==> src/rtl/mdio_mgmt_pkg.sv <==
package mdio_mgmt_pkg;

    typedef enum logic [2:0] {
        ST_IDLE,
        ST_PREAMBLE,
        ST_HEADER,
        ST_TURN,
        ST_DATA
    } mdio_state_e;

    localparam logic [1:0] SEL_ADDR  = 2'd0;
    localparam logic [1:0] SEL_CMD   = 2'd1;
    localparam logic [1:0] SEL_WDATA = 2'd2;
    localparam logic [1:0] SEL_CFG   = 2'd3;

    localparam logic [1:0] OP_WRITE  = 2'b01;
    localparam logic [1:0] OP_READ   = 2'b10;
    localparam logic [1:0] START_SEQ = 2'b01;
    localparam logic [1:0] TA_DRIVEN = 2'b10;
    localparam int         PRE_BITS  = 32;

endpackage

==> src/rtl/mdio_clk_div.sv <==
module mdio_clk_div #(
    parameter int DIV_W = 8
) (
    input  logic             clk,
    input  logic             rst_n,
    input  logic             run,
    input  logic [DIV_W-1:0] half_cnt,
    output logic             mdc,
    output logic             rise_evt,
    output logic             fall_evt
);

    logic [DIV_W-1:0] cnt_q;
    logic [DIV_W-1:0] last_cnt;
    logic             mdc_q;
    logic             wrap;

    assign last_cnt = (half_cnt == '0) ? '0 : half_cnt - 1'b1;
    assign wrap     = run && (cnt_q == last_cnt);
    assign rise_evt = wrap && !mdc_q;
    assign fall_evt = wrap && mdc_q;
    assign mdc      = mdc_q && run;

    always_ff @(posedge clk) begin
        if (!rst_n || !run) begin
            cnt_q <= '0;
            mdc_q <= 1'b0;
        end else if (wrap) begin
            cnt_q <= '0;
            mdc_q <= ~mdc_q;
        end else begin
            cnt_q <= cnt_q + 1'b1;
        end
    end

    // the divider parks its clock low once the frame stops
    p_mdc_parks_low_r6: assert property (@(posedge clk) disable iff (!rst_n)
        !run |=> !mdc_q);

endmodule

==> src/rtl/mdio_frame_fsm.sv <==
module mdio_frame_fsm
    import mdio_mgmt_pkg::*;
#(
    parameter int PHY_W  = 5,
    parameter int REG_W  = 5,
    parameter int DATA_W = 16
) (
    input  logic              clk,
    input  logic              rst_n,
    input  logic              mgmt_rst,
    input  logic              launch_wr,
    input  logic              launch_rd,
    input  logic [PHY_W-1:0]  phy_addr,
    input  logic [REG_W-1:0]  reg_addr,
    input  logic [DATA_W-1:0] wr_word,
    input  logic              rise_evt,
    input  logic              fall_evt,
    input  logic              mdio_i,
    output logic              busy,
    output logic              mdio_o,
    output logic              mdio_oe,
    output logic [DATA_W-1:0] rd_word
);

    localparam int FRAME_W  = PRE_BITS + 4 + PHY_W + REG_W + 2 + DATA_W;
    localparam int IDX_W    = $clog2(FRAME_W);
    localparam int PRE_LAST = PRE_BITS - 1;
    localparam int HDR_LAST = PRE_BITS + 4 + PHY_W + REG_W - 1;
    localparam int TA_LAST  = HDR_LAST + 2;
    localparam int END_LAST = FRAME_W - 1;

    mdio_state_e          state_q, state_d;
    logic [IDX_W-1:0]     idx_q;
    logic [FRAME_W-1:0]   frame_q;
    logic                 is_rd_q;
    logic [DATA_W-1:0]    rx_q;
    logic [DATA_W-1:0]    rd_q;
    logic                 start;

    assign start = (state_q == ST_IDLE) && !mgmt_rst && (launch_wr || launch_rd);

    always_comb begin
        state_d = state_q;
        unique case (state_q)
            ST_IDLE:     if (start) state_d = ST_PREAMBLE;
            ST_PREAMBLE: if (fall_evt && idx_q == IDX_W'(PRE_LAST)) state_d = ST_HEADER;
            ST_HEADER:   if (fall_evt && idx_q == IDX_W'(HDR_LAST)) state_d = ST_TURN;
            ST_TURN:     if (fall_evt && idx_q == IDX_W'(TA_LAST))  state_d = ST_DATA;
            ST_DATA:     if (fall_evt && idx_q == IDX_W'(END_LAST)) state_d = ST_IDLE;
            default:     state_d = ST_IDLE;
        endcase
        if (mgmt_rst) state_d = ST_IDLE;
    end

    always_ff @(posedge clk) begin
        if (!rst_n) state_q <= ST_IDLE;
        else        state_q <= state_d;
    end

    always_ff @(posedge clk) begin
        if (!rst_n) begin
            idx_q   <= '0;
            frame_q <= '1;
            is_rd_q <= 1'b0;
            rx_q    <= '0;
            rd_q    <= '0;
        end else if (mgmt_rst) begin
            idx_q   <= '0;
            is_rd_q <= 1'b0;
        end else if (start) begin
            idx_q   <= '0;
            is_rd_q <= launch_rd;
            frame_q <= {{PRE_BITS{1'b1}}, START_SEQ, launch_rd ? OP_READ : OP_WRITE,
                        phy_addr, reg_addr, TA_DRIVEN,
                        launch_rd ? {DATA_W{1'b1}} : wr_word};
        end else begin
            if (rise_evt && state_q == ST_DATA && is_rd_q)
                rx_q <= {rx_q[DATA_W-2:0], mdio_i};
            if (fall_evt && state_q != ST_IDLE) begin
                frame_q <= {frame_q[FRAME_W-2:0], 1'b1};
                idx_q   <= idx_q + 1'b1;
                if (state_q == ST_DATA && idx_q == IDX_W'(END_LAST) && is_rd_q)
                    rd_q <= rx_q;
            end
        end
    end

    always_comb begin
        busy    = (state_q != ST_IDLE);
        mdio_oe = busy && !(is_rd_q && (state_q == ST_TURN || state_q == ST_DATA));
        mdio_o  = busy ? frame_q[FRAME_W-1] : 1'b1;
        rd_word = rd_q;
    end

    // a frame only ends on a falling MDC edge or a management reset
    p_busy_hold_r5: assert property (@(posedge clk) disable iff (!rst_n)
        (busy && !mgmt_rst && !fall_evt) |=> busy);

    // management reset empties the machine one cycle later
    p_reset_idle_r10: assert property (@(posedge clk) disable iff (!rst_n)
        mgmt_rst |=> (!busy && !mdio_oe));

    // a launch during a frame leaves the bit position alone
    p_launch_ignored_r8: assert property (@(posedge clk) disable iff (!rst_n)
        (busy && !mgmt_rst && !fall_evt && (launch_wr || launch_rd)) |=> $stable(idx_q));

endmodule

==> src/rtl/mdio_mgmt_master.sv <==
module mdio_mgmt_master
    import mdio_mgmt_pkg::*;
#(
    parameter int DIV_W     = 8,
    parameter int DIV_RESET = 22,
    parameter int PHY_W     = 5,
    parameter int REG_W     = 5,
    parameter int DATA_W    = 16
) (
    input  logic              clk,
    input  logic              rst_n,
    input  logic              reg_wr,
    input  logic [1:0]        reg_sel,
    input  logic [DATA_W-1:0] reg_wdata,
    input  logic              mdio_i,
    output logic              mdc,
    output logic              mdio_o,
    output logic              mdio_oe,
    output logic              busy,
    output logic [DATA_W-1:0] rd_data
);

    localparam int PHY_LSB = 8;
    localparam int RST_BIT = DATA_W - 1;

    logic [PHY_W-1:0] phy_q;
    logic [REG_W-1:0] regad_q;
    logic             rd_cmd_q;
    logic [DIV_W-1:0] half_q;
    logic             mgmt_rst_q;
    logic             launch_wr, launch_rd;
    logic             rise_evt, fall_evt;

    always_ff @(posedge clk) begin
        if (!rst_n) begin
            phy_q      <= '0;
            regad_q    <= '0;
            rd_cmd_q   <= 1'b0;
            half_q     <= DIV_W'(DIV_RESET);
            mgmt_rst_q <= 1'b0;
        end else if (reg_wr) begin
            unique case (reg_sel)
                SEL_ADDR: begin
                    phy_q   <= reg_wdata[PHY_LSB +: PHY_W];
                    regad_q <= reg_wdata[REG_W-1:0];
                end
                SEL_CMD:  rd_cmd_q <= reg_wdata[0];
                SEL_CFG: begin
                    half_q     <= reg_wdata[DIV_W-1:0];
                    mgmt_rst_q <= reg_wdata[RST_BIT];
                end
                default: ;
            endcase
        end
    end

    assign launch_wr = reg_wr && (reg_sel == SEL_WDATA) && !mgmt_rst_q;
    assign launch_rd = reg_wr && (reg_sel == SEL_CMD) && reg_wdata[0] && !rd_cmd_q && !mgmt_rst_q;

    mdio_clk_div #(.DIV_W(DIV_W)) u_div (
        .clk      (clk),
        .rst_n    (rst_n),
        .run      (busy),
        .half_cnt (half_q),
        .mdc      (mdc),
        .rise_evt (rise_evt),
        .fall_evt (fall_evt)
    );

    mdio_frame_fsm #(.PHY_W(PHY_W), .REG_W(REG_W), .DATA_W(DATA_W)) u_fsm (
        .clk       (clk),
        .rst_n     (rst_n),
        .mgmt_rst  (mgmt_rst_q),
        .launch_wr (launch_wr),
        .launch_rd (launch_rd),
        .phy_addr  (phy_q),
        .reg_addr  (regad_q),
        .wr_word   (reg_wdata),
        .rise_evt  (rise_evt),
        .fall_evt  (fall_evt),
        .mdio_i    (mdio_i),
        .busy      (busy),
        .mdio_o    (mdio_o),
        .mdio_oe   (mdio_oe),
        .rd_word   (rd_data)
    );

    // data on the wire moves only while MDC is low
    p_mdio_steady_r7: assert property (@(posedge clk) disable iff (!rst_n)
        (mdc && $past(mdc)) |-> $stable(mdio_o));

    // an idle block drives nothing and keeps MDC low
    p_idle_quiet_r11: assert property (@(posedge clk) disable iff (!rst_n)
        !busy |-> (!mdio_oe && !mdc));

endmodule

==> config.mk <==
export PLATFORM = sky130hd
export DESIGN_NAME = mdio_mgmt_master
export DESIGN_NICKNAME = d
export VERILOG_FILES = /design/src/rtl/mdio_mgmt_pkg.sv /design/src/rtl/mdio_clk_div.sv /design/src/rtl/mdio_frame_fsm.sv /design/src/rtl/mdio_mgmt_master.sv
export SDC_FILE = /design/constraint.sdc
export NUM_CORES = 1
export LEC_CHECK = 0
export CAP_MARGIN = 20
export CORE_MARGIN = 2
export CORE_UTILIZATION = 53
export CTS_CLUSTER_SIZE = 20
export DETAILED_ROUTE_END_ITERATION = 6
export GPL_ROUTABILITY_DRIVEN = 0
export GPL_TIMING_DRIVEN = 0
export HOLD_SLACK_MARGIN = 0.05
export PLACE_DENSITY_LB_ADDON = 0.2
export REMOVE_ABC_BUFFERS = 1
export SLEW_MARGIN = 20
export SYNTH_ARGS = -nofsm -noshare
export SYNTH_HDL_FRONTEND = slang
export SYNTH_SLANG_ARGS = --single-unit
==> constraint.sdc <==
create_clock -name clk -period 3.3 [get_ports clk]
set_input_delay 0.66 -clock clk [delete_from_list [all_inputs] [get_ports clk]]
set_output_delay 0.66 -clock clk [all_outputs]
set_load 0.02 [all_outputs]
Word level (Yosys, flattened, before mapping)
Index checks and enable logic that the tools add are counted.

Register bits after elaboration: 135. Latch bits: 0. RAM bits: 0. Bits in read-only memories: 0. Input port bits: 22. Output and inout port bits: 20. Word-level logic and storage cells: 96. Memories kept: 0.

$add $sub $neg: 3. $mul: 0. Div/mod/pow operators: 0. Order comparisons: 0. Equal/unequal tests: 17. Shift operators: 0. Muxes and demuxes: 12. Bitwise logic cells: 4. Reduce and logical (&&, ||, !) cells: 47.

Operator list (number): $mux 64 (2); $logic_and 1x1->1 (23); $eq 6x6->1 const B (3); $mux 16 (1); $mux 3 (5); $pmux 3 s5 (1); $ne 2x1->1 const B (5); $add 8x1->8 const B (1); $eq 8x8->1 (1); $logic_not 8->1 (1); $mux 8 (1); $reduce_and 2->1 (4); $sub 8x1->8 const B (1); $add 6x1->6 const B (1); $eq 3x2->1 const B (2); $eq 6x5->1 const B (1); $logic_not 1->1 (6); $reduce_and 5->1 (1); $eq 2x2->1 const B (2); $not 1->1 (4); $reduce_and 4->1 (1); $reduce_or 2->1 (2); $eq 3x1->1 const B (1); $eq 3x3->1 const B (1); other kinds (10) (12).

Longest topological paths before layout
Gate-level depths: netlist of the first run.

Depth after elaboration: 9. Gate-level depth with buffers: 13. Depth with buffers taken out: 9.

By module
A second synthesis of the first run with hierarchy kept.

Cells, all modules: 689. Area, all modules: 5731.7 sq um.

By module, submodules not included: mdio_frame_fsm (times used 1, cells an instance 514, area each 4187.8 sq um, sequential area each 2122.0 sq um); mdio_mgmt_master (times used 1, cells an instance 91, area each 834.6 sq um, sequential area each 400.4 sq um); mdio_clk_div (times used 1, cells an instance 84, area each 709.4 sq um, sequential area each 180.2 sq um).

Worst setup path after synthesis of the first run
OpenSTA, ideal clock, no wires.

Path type: reg2reg. Start point: register half_q[0]. End point: register u_fsm.rd_q[10] (netlist: u_fsm.rd_word[10]). Library setup time: 128 ps. Data arrival time: 3098 ps. Data required time: 3172 ps. Path slack: 75 ps. Stages on the path, launching flop included: 14. Path buffers: 4. Period minus slack after synthesis: 3225 ps. Path through: dfxtp_1 inv_1 ha_1 or4b_1 buf_2 o31ai_2 mux2i_1 or4_1 buf_2 or4_1 buf_6 buf_6 mux2i_1 nor2_1.

Word-level cells in the longest chain between the ends: 7. Elaborated cells on any way between the ends: 8. Those cells by class: 1 x add/sub; 1 x eq/ne; 1 x mux; 5 x reduce/logical.

RTL lines: from (decl) (RTL line mdio_mgmt_master.sv:29) `logic [DIV_W-1:0] half_q;`; from (signal assigned) (RTL line mdio_mgmt_master.sv:39) `half_q <= DIV_W'(DIV_RESET);`; from (signal assigned) (RTL line mdio_mgmt_master.sv:49) `half_q <= reg_wdata[DIV_W-1:0];`; $sub 8x1->8 or $logic_not 8->1 (tied branches) (RTL line mdio_clk_div.sv:18) `assign last_cnt = (half_cnt == '0) ? '0 : half_cnt - 1'b1;`; $mux 8 * (RTL line mdio_clk_div.sv:18); $eq 8x8->1 * (RTL line mdio_clk_div.sv:19) `assign wrap = run && (cnt_q == last_cnt);`; $logic_and 1x1->1 * (RTL line mdio_clk_div.sv:19); $logic_and 1x1->1 * (RTL line mdio_clk_div.sv:21) `assign fall_evt = wrap && mdc_q;`; $logic_and 1x1->1 * (RTL line mdio_frame_fsm.sv:79) `if (fall_evt && state_q != ST_IDLE) begin`; $reduce_and 4->1 (no line) *; to (signal assigned) (RTL line mdio_frame_fsm.sv:83) `rd_q <= rx_q;`; to (decl) (RTL line mdio_frame_fsm.sv:37) `logic [DATA_W-1:0] rd_q;`.

Mark *: on every way between the ends. The rest lies on a longest branch, timed or not. A chain may end at the register's enable or synchronous reset.

Worst setup path after layout of the first run
Start point: register half_q[1]. End point: register u_fsm.frame_q[14].

Word-level cells in the longest chain between the ends: 8. Elaborated cells on any way between the ends: 9. Those cells by class: 1 x add/sub; 1 x eq/ne; 1 x mux; 6 x reduce/logical.

RTL lines: $sub 8x1->8 or $logic_not 8->1 (tied branches) (RTL line mdio_clk_div.sv:18); $mux 8 * (RTL line mdio_clk_div.sv:18); $eq 8x8->1 * (RTL line mdio_clk_div.sv:19); $logic_and 1x1->1 * (RTL line mdio_clk_div.sv:19); $logic_and 1x1->1 * (RTL line mdio_clk_div.sv:21); $logic_and 1x1->1 * (RTL line mdio_frame_fsm.sv:79); $reduce_bool 2->1 (no line) *; $reduce_and 2->1 (no line) *; to (signal assigned) (RTL line mdio_frame_fsm.sv:73) `frame_q <= {{PRE_BITS{1'b1}}, START_SEQ, launch_rd ? OP_READ : OP_WRITE,`; to (signal assigned) (RTL line mdio_frame_fsm.sv:80) `frame_q <= {frame_q[FRAME_W-2:0], 1'b1};`; to (decl) (RTL line mdio_frame_fsm.sv:34) `logic [FRAME_W-1:0] frame_q;`.

Marks and branches as above.

==> run summary, run 1 <==
• **maximum number of pins on one net before global-route repair** 75
• **Clock Latency Late Sink** 0.52 ns
• **vias in the first global route** 4495
• **worst setup slack after layout** -0.00261 ns
• **post-synthesis sequential area ratio** 0.469
• **headroom to the max-slew limit** 0.267
• **Critical Setup Path Class** flop to flop
• **final hold vios** 0
• **TritonCTS clock tree** built
• **Synth warnings** 0
• **Peak supply drop** 0.374 mV
• **transition time of the tightest slew-check pin** 1.10 ns
• **number of enable flip-flop cells after synthesis** 0
• **global-route usage over all layers** 0.229
• **fillers** 869
• **number of H-tree levels** 4
• **library cells used by synthesis** 53
• **Max Used Layer** met4
• **Post-synth top flop** sky130_fd_sc_hd__dfxtp_1
• **Max Freq** 0.303 GHz
• **Max-cap violations** 0
• **Final ANT Viol Nets** 0
• **sum of routed wire segments on met1** 6000 um
• **starting density of the core** 0.538
• **CP Launch Type** flop
• **height of the die** 108 um
• **launch point of the critical path** half_q[1]$_SDFFE_PN1P_
• **worst-case register-to-register setup slack** -0.003 ns
• **count of buffers from port buffering** 41
• **Clock Pin Slew Worst Setup and Hold Paths** 0.06 ns
• **number of search-and-repair iterations in the first detailed-routing pass** 4
• **clk sink count** 135
• **Power Total** 0.00371 W
• **number of pins with negative max-slew slack in the final report** 0
• **pre-CTS setup slack** -0.752 ns
• **number of hold buffers added after cts** 0
• **routed wl met3** 602 um
• **last element of the critical path** u_fsm.frame_q[14]$_SDFFE_PN1P_
• **length of routed met2 wiring** 6090 um
• **CTS root buf** sky130_fd_sc_hd__clkbuf_8
• **synthesis-stage register bit count** 135
• **Critical Path RT** 3.70 ns
• **overall overflow remaining after global route** 0
• **share of cells above drive strength 1** 0.109
• **cell area power density** 528 nW/um^2
• **core region area** 10700 um^2
• **number of antenna violations at the first check in global routing** 0
• **Die Area** 11700 um^2
• **worst clock skew** 0.00866 ns
• **estimated wirelength of the detail-placed design** 7630 um
• **final period demand of the worst path** 3.30 ns
• **number of top-level pins** 42
• **source of the worst register-to-register timing path** half_q[1]$_SDFFE_PN1P_
• **synthesized area per cell** 8.51 um^2
• **proportion of synthesized flip-flops having asynchronous set or reset** 0
• **final period utilization** 1.00
• **number of buffers on the longest clock path** 2
• **outcome** complete, but fails checks
• **Max FO, Critical Path** 8
• **number of nets at the end of the flow** 736
• **area growth from synthesis to layout** 21.7%
• **number of placement rows** 38
• **drc violations** 0
• **fin area** 7010 um^2
• **arrival time of data at the critical path endpoint** 3.71 ns
• **cell with the most instances after synthesis** sky130_fd_sc_hd__dfxtp_1
• **kind of end point of the critical path** flop
• **total vias in the final route** 4841
• **number of clock buffers inserted by TritonCTS** 17
• **First DRT Iteration DRCs** 380
• **WL/cell** 15.1 um
• **# diodes** 0
• **reg-to-reg critical path endpoint** u_fsm.frame_q[14]$_SDFFE_PN1P_
• **post-synthesis instance total** 677
• **post-synthesis cell area** 5760 um^2
• **area leader, netlist** sky130_fd_sc_hd__dfxtp_1
• **detailed-route wire length** 13000 um
• **leading post-synthesis cells by instance count** 135 x sky130_fd_sc_hd__dfxtp_1, 120 x sky130_fd_sc_hd__nand2_1, 75 x sky130_fd_sc_hd__nor2_1, 53 x sky130_fd_sc_hd__mux2i_1, 49 x sky130_fd_sc_hd__nand3_1
• **Setup violations, final** 1
• **Leakage Power** 2.98 nW
• **global-route wire length before repair** 21000 um
• **post-detailed-route via-to-cell ratio** 5.61
• **violated checks** negative setup slack
• **cells on worst reg2reg path** 11
• **post-place instance area** 6200 um^2
• **most area-consuming cells after synthesis** sky130_fd_sc_hd__dfxtp_1 47%, sky130_fd_sc_hd__mux2i_1 9.2%, sky130_fd_sc_hd__nand2_1 7.8%
• **final-layout worst hold slack** 0.465 ns
• **worst min-delay path category** flop to flop
• **Post-Route Utilization** 0.656
• **width of the chip** 108 um
• **post-synth top area share** 0.469
[layout by cell type, fill, tap and decap left out, types with 16 or more instances in the layout]
cell and instances:
sky130_fd_sc_hd__mux2i_1 53, sky130_fd_sc_hd__dfxtp_1 133, sky130_fd_sc_hd__nor2_1 73, sky130_fd_sc_hd__o21ai_0 21, sky130_fd_sc_hd__a21oi_1 26, sky130_fd_sc_hd__nor3_1 18
sky130_fd_sc_hd__clkdlybuf4s50_1 40, sky130_fd_sc_hd__clkbuf_16 16, sky130_fd_sc_hd__nand3_1 48, sky130_fd_sc_hd__nand2_1 120
[report_power, final]
group          total [W]  switching, W  leakage [nW]  internal [W]
Combinational   0.000216      0.000129          1.60     0.0000875
Sequential       0.00169     0.0000261          1.10       0.00167
Clock            0.00179      0.000679         0.284       0.00112
[stage by stage]
stage | cells | setup TNS (ns)
5_1_grt | 863 | -1.23
4_1_cts | 858 | 0
2_1_floorplan | 630 | -167.47
6_report | 863 | -0.00261
3_3_place_gp | 811 | -297.49
3_5_place_dp | 816 | -55.61
[worst min-delay path by stage]
stage	start	endpoint	slack (ns)	depth (start not counted)
2_1_floorplan	rd_cmd_q$_SDFFE_PN0P_	rd_cmd_q$_SDFFE_PN0P_	0.43	2
3_3_place_gp	rd_cmd_q$_SDFFE_PN0P_	rd_cmd_q$_SDFFE_PN0P_	0.44	2
3_5_place_dp	u_fsm.frame_q[61]$_SDFFE_PN1P_	u_fsm.frame_q[62]$_SDFFE_PN1P_	0.45	2
4_1_cts	rd_cmd_q$_SDFFE_PN0P_	rd_cmd_q$_SDFFE_PN0P_	0.47	2
5_1_grt	u_fsm.frame_q[60]$_SDFFE_PN1P_	u_fsm.frame_q[61]$_SDFFE_PN1P_	0.49	2
6_report	rd_cmd_q$_SDFFE_PN0P_	rd_cmd_q$_SDFFE_PN0P_	0.47	2
[worst max-delay path, cell delays in order, from the launching register on]
cell                      delay (ns)
sky130_fd_sc_hd__dfxtp_2        0.34
sky130_fd_sc_hd__inv_2          0.08
sky130_fd_sc_hd__ha_4           0.16
sky130_fd_sc_hd__or4b_4         0.52
sky130_fd_sc_hd__o31ai_4        0.25
sky130_fd_sc_hd__mux2i_1        0.12
sky130_fd_sc_hd__or4_4          0.64
sky130_fd_sc_hd__nor4_4         0.33
sky130_fd_sc_hd__buf_6          0.19
sky130_fd_sc_hd__buf_12         0.11
sky130_fd_sc_hd__nor2_2         0.07
sky130_fd_sc_hd__a221o_1        0.37
[cell families (layout without fill, tap and decap cells)]
kind of cell | after synthesis | count (layout) | synth area share
flops | 135 | 135 | 0.469
xor+xnor | 11 | 11 | 0.0167
compound gates | 94 | 94 | 0.110
fa+ha+maj | 4 | 4 | 0.00869
buf+inv | 61 | 106 | 0.0493
mux | 53 | 53 | 0.0921
simple gates | 319 | 320 | 0.254
[final cells by class]
class	count	area, um^2	area share
Clock inverter	7	66.3	0.00946
Timing Repair Buffer	60	609	0.0869
Inverter	14	55.1	0.00785
Clock buffer	25	504	0.0719
Tap cell	140	175	0.0250
Sequential cell	135	2710	0.386
Multi-Input combinational cell	482	2900	0.413
[registers in the layout (all words and copies together) (netlist names)]
signal,count
u_fsm.state_q,3
u_fsm.frame_q,64
phy_q,5
rd_cmd_q,1
u_div.mdc_q,1
u_fsm.idx_q,6
u_fsm.is_rd_q,1
u_fsm.rd_word,16
u_fsm.rx_q,16
half_q,8
u_div.cnt_q,8
regad_q,5
mgmt_rst_q,1
[metal layers]
layer,vias up,GRT usage
li1,2411,-
met1,2282,0.292
met2,121,0.363
met3,27,0.0645
met4,0,0.0980
met5,-,0
[repair_timing]
action / 4_1_cts / 5_1_grt
endpoints found under the setup margin: 114 / 47
gates resized for setup: 10 / 16
gates cloned: 1 / 0
setup buffers: 9 / 5
pin swaps: 6 / 5
(Power assumes the default switching activity.)
==> run 2, diff against run 1 <==
--- a/config.mk
+++ b/config.mk
@@ -11,7 +11,6 @@
 export CTS_CLUSTER_SIZE = 20
 export DETAILED_ROUTE_END_ITERATION = 6
 export GPL_ROUTABILITY_DRIVEN = 0
-export GPL_TIMING_DRIVEN = 0
 export HOLD_SLACK_MARGIN = 0.05
 export PLACE_DENSITY_LB_ADDON = 0.2
 export REMOVE_ABC_BUFFERS = 1
==> run summary, run 2 (synthesis results as in run 1) <==
• **outcome** completed
• **switching power share of the total** 0.222, -0.00264
• **First DRT Iteration DRCs** 243, -36%
• **fin area** 7080 um^2, +0.96%
• **Die Area** 11700 um^2, unchanged
• **overall overflow remaining after global route** 0, unchanged
• **Critical Path RT** 3.68 ns, -0.02 ns
• **Max FO, Critical Path** 15, +7
• **switching power summed over all nets** 0.000880 W, +5.5%
• **estimated wirelength of the detail-placed design** 8180 um, +7.3%
• **core region area** 10700 um^2, unchanged
• **leading cell type in the layout, fill and taps excluded** sky130_fd_sc_hd__dfxtp_1
• **Clock Pin Slew Worst Setup and Hold Paths** 0.06 ns, about the same
• **Post-Route Utilization** 0.662, +0.00631
• **drc violations** 0, unchanged
• **unrepaired setup endpoints after global routing** no
• **Max-cap violations** 0, unchanged
• **share of cells above drive strength 1** 0.102, -0.00695
• **number of H-tree levels** 4, unchanged
• **number of placement rows** 38, unchanged
• **post-place instance area** 6400 um^2, +3.3%
• **final period utilization** 0.953, -0.0482
• **final hold vios** 0, unchanged
• **starting density of the core** 0.538, unchanged
• **worst clock skew** 0.0116 ns, +0.00292 ns
• **WL/cell** 14.7 um, -2.6%
• **height of the die** 108 um, unchanged
• **Biggest register** u_fsm.frame_q
• **vias in the first global route** 4714, +4.9%
• **clk sink count** 135, unchanged
• **Leakage Power** 3.02 nW, +1.4%
• **width of the chip** 108 um, unchanged
• **Critical Setup Path Class** flop to flop
• **Int Power** 0.00308 W, +7.1%
• **number of top-level pins** 42, unchanged
• **number of antenna violations at the first check in global routing** 0, unchanged
• **number of search-and-repair iterations in the first detailed-routing pass** 5, +1
• **Setup violations, final** 0, -1
• **proportion of power drawn by the clock network** 0.516, +0.032
• **maximum number of pins on one net before global-route repair** 74, -1.3%
• **number of buffers on the longest clock path** 2, unchanged
• **global-route wire length before repair** 21600 um, +3.0%
• **Sequential Power Share** 0.428, -0.029
• **count of buffers from port buffering** 41, unchanged
• **TritonCTS clock tree** built
• **cell area power density** 559 nW/um^2, +5.8%
• **kind of end point of the critical path** flop
• **detailed-route wire length** 12800 um, -1.5%
• **global-route usage over all layers** 0.233, +0.00410
• **most frequent cells in the layout** 135 x sky130_fd_sc_hd__dfxtp_1, 120 x sky130_fd_sc_hd__nand2_1, 74 x sky130_fd_sc_hd__nor2_1, 53 x sky130_fd_sc_hd__mux2i_1, 48 x sky130_fd_sc_hd__nand3_1
• **post-detailed-route via-to-cell ratio** 5.58, -0.45%
• **number of nets at the end of the flow** 746, +1.4%
• **number of pins with negative max-slew slack in the final report** 0, unchanged
• **arrival time of data at the critical path endpoint** 3.52 ns, -0.19 ns
• **transition time of the tightest slew-check pin** 0.558 ns, -0.539 ns
• **Clock Latency Late Sink** 0.53 ns, about the same
• **total vias in the final route** 4875, +0.70%
• **Max Freq** 0.318 GHz, +5.1%
• **# diodes** 0, unchanged
• **worst min-delay path category** flop to flop
• **CP Launch Type** flop
• **Final ANT Viol Nets** 0, unchanged
• **number of hold buffers added after cts** 0, unchanged
• **Comb power frac** 0.057, about the same
• **area growth from synthesis to layout** 22.9%
• **fillers** 874, +0.58%
• **Peak supply drop** 0.376 mV, +0.46%
• **number of clock buffers inserted by TritonCTS** 17, unchanged
• **CTS root buf** sky130_fd_sc_hd__clkbuf_8
• **number of flip-flops under the largest register name** 64, unchanged
• **headroom to the max-slew limit** 0.628, +0.361
• **final period demand of the worst path** 3.14 ns, -0.159 ns
-- run 2: area by class of cell --
| class | count | area [um^2] | area share |
|---|---|---|---|
| clock inverters | 14 | 223 | 0.0315 |
| multi-input cells | 481 | 2800 | 0.395 |
| clock buffers | 18 | 418 | 0.0590 |
| flip-flops and latches | 135 | 2700 | 0.382 |
| repair buffers | 71 | 709 | 0.100 |
| inverters | 14 | 52.6 | 0.00742 |
| well taps | 140 | 175 | 0.0247 |
-- run 2: critical path, cell delays in order (launching register included) --
cell and delay (ns):
sky130_fd_sc_hd__dfxtp_1 0.31, sky130_fd_sc_hd__inv_1 0.08, sky130_fd_sc_hd__ha_2 0.18, sky130_fd_sc_hd__or4b_4 0.49, sky130_fd_sc_hd__o31ai_2 0.23, sky130_fd_sc_hd__mux2i_1 0.10, sky130_fd_sc_hd__or4_4 0.53, sky130_fd_sc_hd__or4_1 0.67
sky130_fd_sc_hd__buf_4 0.25, sky130_fd_sc_hd__nand2_1 0.08, sky130_fd_sc_hd__nand3_1 0.08
-- run 2: worst paths after layout --
path,slack (ns),cells after the start,start,endpoint
hold reg to reg,0.46,2,rd_cmd_q$_SDFFE_PN0P_,rd_cmd_q$_SDFFE_PN0P_
hold / removal,0.46,2,rd_cmd_q$_SDFFE_PN0P_,rd_cmd_q$_SDFFE_PN0P_
setup reg to reg,0.16,10,half_q[1]$_SDFFE_PN1P_,u_fsm.frame_q[40]$_SDFFE_PN1P_
setup / recovery,0.16,10,half_q[1]$_SDFFE_PN1P_,u_fsm.frame_q[40]$_SDFFE_PN1P_
-- run 2: metrics by stage --
stage | TNS [ns] | std cells | setup slack, ns | hold slack [ns] | power [W]
6_report | 0 | 873 | 0.157 | 0.455 | 0.00396
5_1_grt | 0 | 873 | 0.00143 | 0.486 | 0.00408
4_1_cts | 0 | 872 | 0.00670 | 0.458 | 0.00398
3_5_place_dp | -0.0140 | 840 | -0.00594 | 0.450 | 0.00195
3_3_place_gp | 0 | 839 | 0.0727 | 0.440 | 0.00194
2_1_floorplan | -167.47 | 630 | -3.10 | 0.431 | 0.00184
-- run 2: what timing repair did --
| item | in CTS | in global routing |
|---|---|---|
| resized for setup | 2 | 6 |
| endpoints found under the setup margin | 17 | 105 |
| endpoints found under the hold margin | 0 | 0 |
| buffers inserted | 0 | 1 |
| pin swaps | 0 | 2 |
-- run 2: power by group through the flow --
stage	logic (W)	clock network (W)	registers [W]
after global placement	0.000212	0	0.00172
after CTS	0.000224	0.00207	0.00169
after floorplan	0.000123	0	0.00172
after detailed placement	0.000221	0	0.00173
after global routing	0.000248	0.00214	0.00169
final	0.000225	0.00204	0.00169
-- run 2: metal layers --
metal | global-route usage | up-vias | part of all wire
met3 | 0.0621 | 26 | 0.041
met4 | 0.0989 | 0 | 0.020
met2 | 0.384 | 104 | 0.48
met1 | 0.288 | 2314 | 0.46
met5 | 0 | - | 0
li1 | - | 2431 | -
==> run 3, diff against run 2 <==
--- a/config.mk
+++ b/config.mk
@@ -7,13 +7,12 @@
 export LEC_CHECK = 0
 export CAP_MARGIN = 20
 export CORE_MARGIN = 2
-export CORE_UTILIZATION = 53
+export CORE_UTILIZATION = 40
 export CTS_CLUSTER_SIZE = 20
 export DETAILED_ROUTE_END_ITERATION = 6
 export GPL_ROUTABILITY_DRIVEN = 0
 export HOLD_SLACK_MARGIN = 0.05
 export PLACE_DENSITY_LB_ADDON = 0.2
-export REMOVE_ABC_BUFFERS = 1
 export SLEW_MARGIN = 20
 export SYNTH_ARGS = -nofsm -noshare
 export SYNTH_HDL_FRONTEND = slang
==> run summary, run 3 (synthesis results as in run 1) <==
• **Final ANT Viol Nets** 0, unchanged
• **Worst Hold Path Cells** 2, unchanged
• **total vias in the final route** 4826, -1.0%
• **met1 usage** 0.231, -0.0570
• **drc violations** 0, unchanged
• **number of flip-flops under the largest register name** 64, unchanged
• **final hold vios** 0, unchanged
• **First DRT Iteration DRCs** 310, +28%
• **number of buffer and inverter instances along the worst setup path** 2, unchanged
• **number of nets at the end of the flow** 745, -0.13%
• **CP delay by family, top** simple AND/OR/NAND/NOR gates
• **TritonCTS clock tree** built
• **CTS root buf** sky130_fd_sc_hd__clkbuf_16
• **Biggest register** u_fsm.frame_q
• **clk sink count** 135, unchanged
• **Clock Latency Late Sink** 0.43 ns, -0.10 ns
• **Power Total** 0.00386 W, -2.3%
• **Leakage Power** 3.00 nW, -0.74%
• **final period utilization** 0.958, +0.00546
• **library cell contributing the largest single delay on the critical path** sky130_fd_sc_hd__or4_1
• **arrival time of data at the critical path endpoint** 3.44 ns, -0.08 ns
• **source of the worst register-to-register timing path** half_q[1]$_SDFFE_PN1P_
• **unrepaired setup endpoints after global routing** no
• **cells on worst reg2reg path** 10, unchanged
• **leading cell type in the layout, fill and taps excluded** sky130_fd_sc_hd__dfxtp_1
• **number of buffers inserted to repair setup after CTS** 0, unchanged
• **Clock Pin Slew Worst Setup and Hold Paths** 0.06 ns, about the same
• **number of clock buffers inserted by TritonCTS** 17, unchanged
• **startpoint of the lowest-slack hold path** rd_cmd_q$_SDFFE_PN0P_
• **headroom to the max-slew limit** 0.607, -0.0204
• **outcome** completed
• **end point of the most critical hold path** rd_cmd_q$_SDFFE_PN0P_
• **count of buffers from port buffering** 41, unchanged
• **final period demand of the worst path** 3.16 ns, +0.0180 ns
• **reg-to-reg critical path endpoint** u_fsm.frame_q[52]$_SDFFE_PN1P_
• **CP Launch Type** flop
• **transition time of the tightest slew-check pin** 0.588 ns, +0.0304 ns
• **worst-case register-to-register setup slack** 0.14 ns, -0.02 ns
• **number of H-tree levels** 4, unchanged
• **global-route track usage on met3** 0.0531, -0.00897
• **GR met2 Demand/Resource** 0.299, -0.0845
• **Sum Neg Setup Slack** 0 ns, unchanged
• **number of search-and-repair iterations in the first detailed-routing pass** 5, unchanged
• **Peak supply drop** 0.370 mV, -1.5%
• **Die Area** 15400 um^2, +31%
• **share of cells above drive strength 1** 0.101, -0.00123
• **overall overflow remaining after global route** 0, unchanged
• **post-synthesis net count** 703
• **Max Freq** 0.316 GHz, -0.57%
• **Max FO, Critical Path** 19, +4
• **# diodes** 0, unchanged
• **maximum single-stage delay on the critical path** 0.69 ns, +0.02 ns
• **area growth from synthesis to layout** 23.0%, about the same
• **kind of end point of the critical path** flop
• **WL/cell** 14.2 um, -3.0%
• **number of pins with negative max-slew slack in the final report** 0, unchanged
• **height of the die** 124 um, +15%
• **Max-cap violations** 0, unchanged
• **post-detailed-route via-to-cell ratio** 5.29, -5.2%
• **Critical Path RT** 3.58 ns, -0.10 ns
• **number of placement rows** 43, +13%
• **maximum number of pins on one net before global-route repair** 41, -45%
• **global-route wire length before repair** 21900 um, +1.7%
• **CP Cell Sequence** inv_1 > ha_1 > or4b_4 > o31ai_4 > mux2i_1 > or4_4 > or4_1 > buf_4 > nand2_1 > nand3_1
• **starting density of the core** 0.412, -0.127
• **detailed-route wire length** 13000 um, +1.3%
• **cell area power density** 546 nW/um^2, -2.3%
• **most frequent cells in the layout** 135 x sky130_fd_sc_hd__dfxtp_1, 120 x sky130_fd_sc_hd__nand2_1, 75 x sky130_fd_sc_hd__nor2_1, 53 x sky130_fd_sc_hd__mux2i_1, 48 x sky130_fd_sc_hd__nand3_1
• **number of top-level pins** 42, unchanged
• **core region area** 14000 um^2, +31%
• **worst clock skew** 0.00957 ns, -0.00200 ns
• **launch point of the critical path** half_q[1]$_SDFFE_PN1P_
• **worst min-delay path category** flop to flop
• **vias in the first global route** 4588, -2.7%
• **global-route usage over all layers** 0.184, -0.0485
• **width of the chip** 124 um, +15%
• **Critical Setup Path Class** flop to flop
• **number of buffers on the longest clock path** 2, unchanged
• **number of antenna violations at the first check in global routing** 0, unchanged
• **estimated wirelength of the detail-placed design** 8600 um, +5.1%
• **Setup violations, final** 0, unchanged
• **global-route layer with the greatest usage** met2
## run 3: cell types whose count changed in the layout (fill, tap and decap cells not counted), moves of 2 or more
| cell | delta |
|---|---|
| sky130_fd_sc_hd__buf_4 | +2 |
| sky130_fd_sc_hd__bufinv_16 | -2 |
| sky130_fd_sc_hd__or4_1 | -2 |
| sky130_fd_sc_hd__or4_4 | +2 |
## run 3: worst max-delay path by stage
stage                                           to  slack (ns)  depth (start not counted)
global route        u_fsm.frame_q[52]$_SDFFE_PN1P_       0.001                         11
global placement        u_fsm.rx_q[3]$_SDFFE_PN0P_        0.06                         11
CTS                     u_fsm.rx_q[8]$_SDFFE_PN0P_        0.05                         11
detailed placement      u_fsm.rx_q[8]$_SDFFE_PN0P_        0.01                         11
floorplan           u_fsm.rd_word[10]$_SDFFE_PN0P_        0.07                         13
finish              u_fsm.frame_q[52]$_SDFFE_PN1P_        0.14                         10
## run 3: where the power goes
| part | internal, W | total [W] | switching (W) |
|---|---|---|---|
| clock network | 0.00122 | 0.00195 | 0.000735 |
| registers | 0.00167 | 0.00169 | 0.0000235 |
| logic | 0.0000943 | 0.000223 | 0.000128 |
## run 3: through the flow
step | hold slack (ns) | util | cell area [um^2] | cells | setup WS [ns]
6_report | 0.460 | 0.506 | 7080 | 912 | 0.139
4_1_cts | 0.456 | 0.504 | 7050 | 912 | 0.0450
5_1_grt | 0.474 | 0.506 | 7080 | 912 | 0.00150
3_3_place_gp | 0.442 | 0.460 | 6430 | 880 | 0.0617
2_1_floorplan | 0.431 | - | 5760 | 677 | 0.0748
3_5_place_dp | 0.449 | 0.460 | 6430 | 880 | 0.0130
## run 3: cell type report
type                    instances  area, um^2
flip-flops and latches        135        2700
well taps                     180         225
clock buffers                  19         443
repair buffers                 70         678
multi-input cells             481        2810
clock inverters                13         170
inverters                      14        52.6
fillers                      1317        6910
## run 3: tightest hold or removal path: cells and delay by family, from the launching register on
kind,cells,cell delay (ns)
and+or+nand+nor,1,0.05
AOI/OAI and AO/OA,1,0.05
DFF,1,0.31
## run 3: layer usage
layer  vias to the layer above  wire, um  part of all wire
met4                         0       244             0.019
met1                      2282      6190              0.48
met5                         -         0                 0
met3                        23       583             0.045
met2                        97      5950              0.46
li1                       2424         -                 -
## run 3: repair_timing
action | 4_1_cts | 5_1_grt
endpoints found under the hold margin | 0 | 0
endpoints found under the setup margin | 31 | 81
hold buffers | 0 | 0
gates resized for setup | 1 | 8
pin swaps | 0 | 2
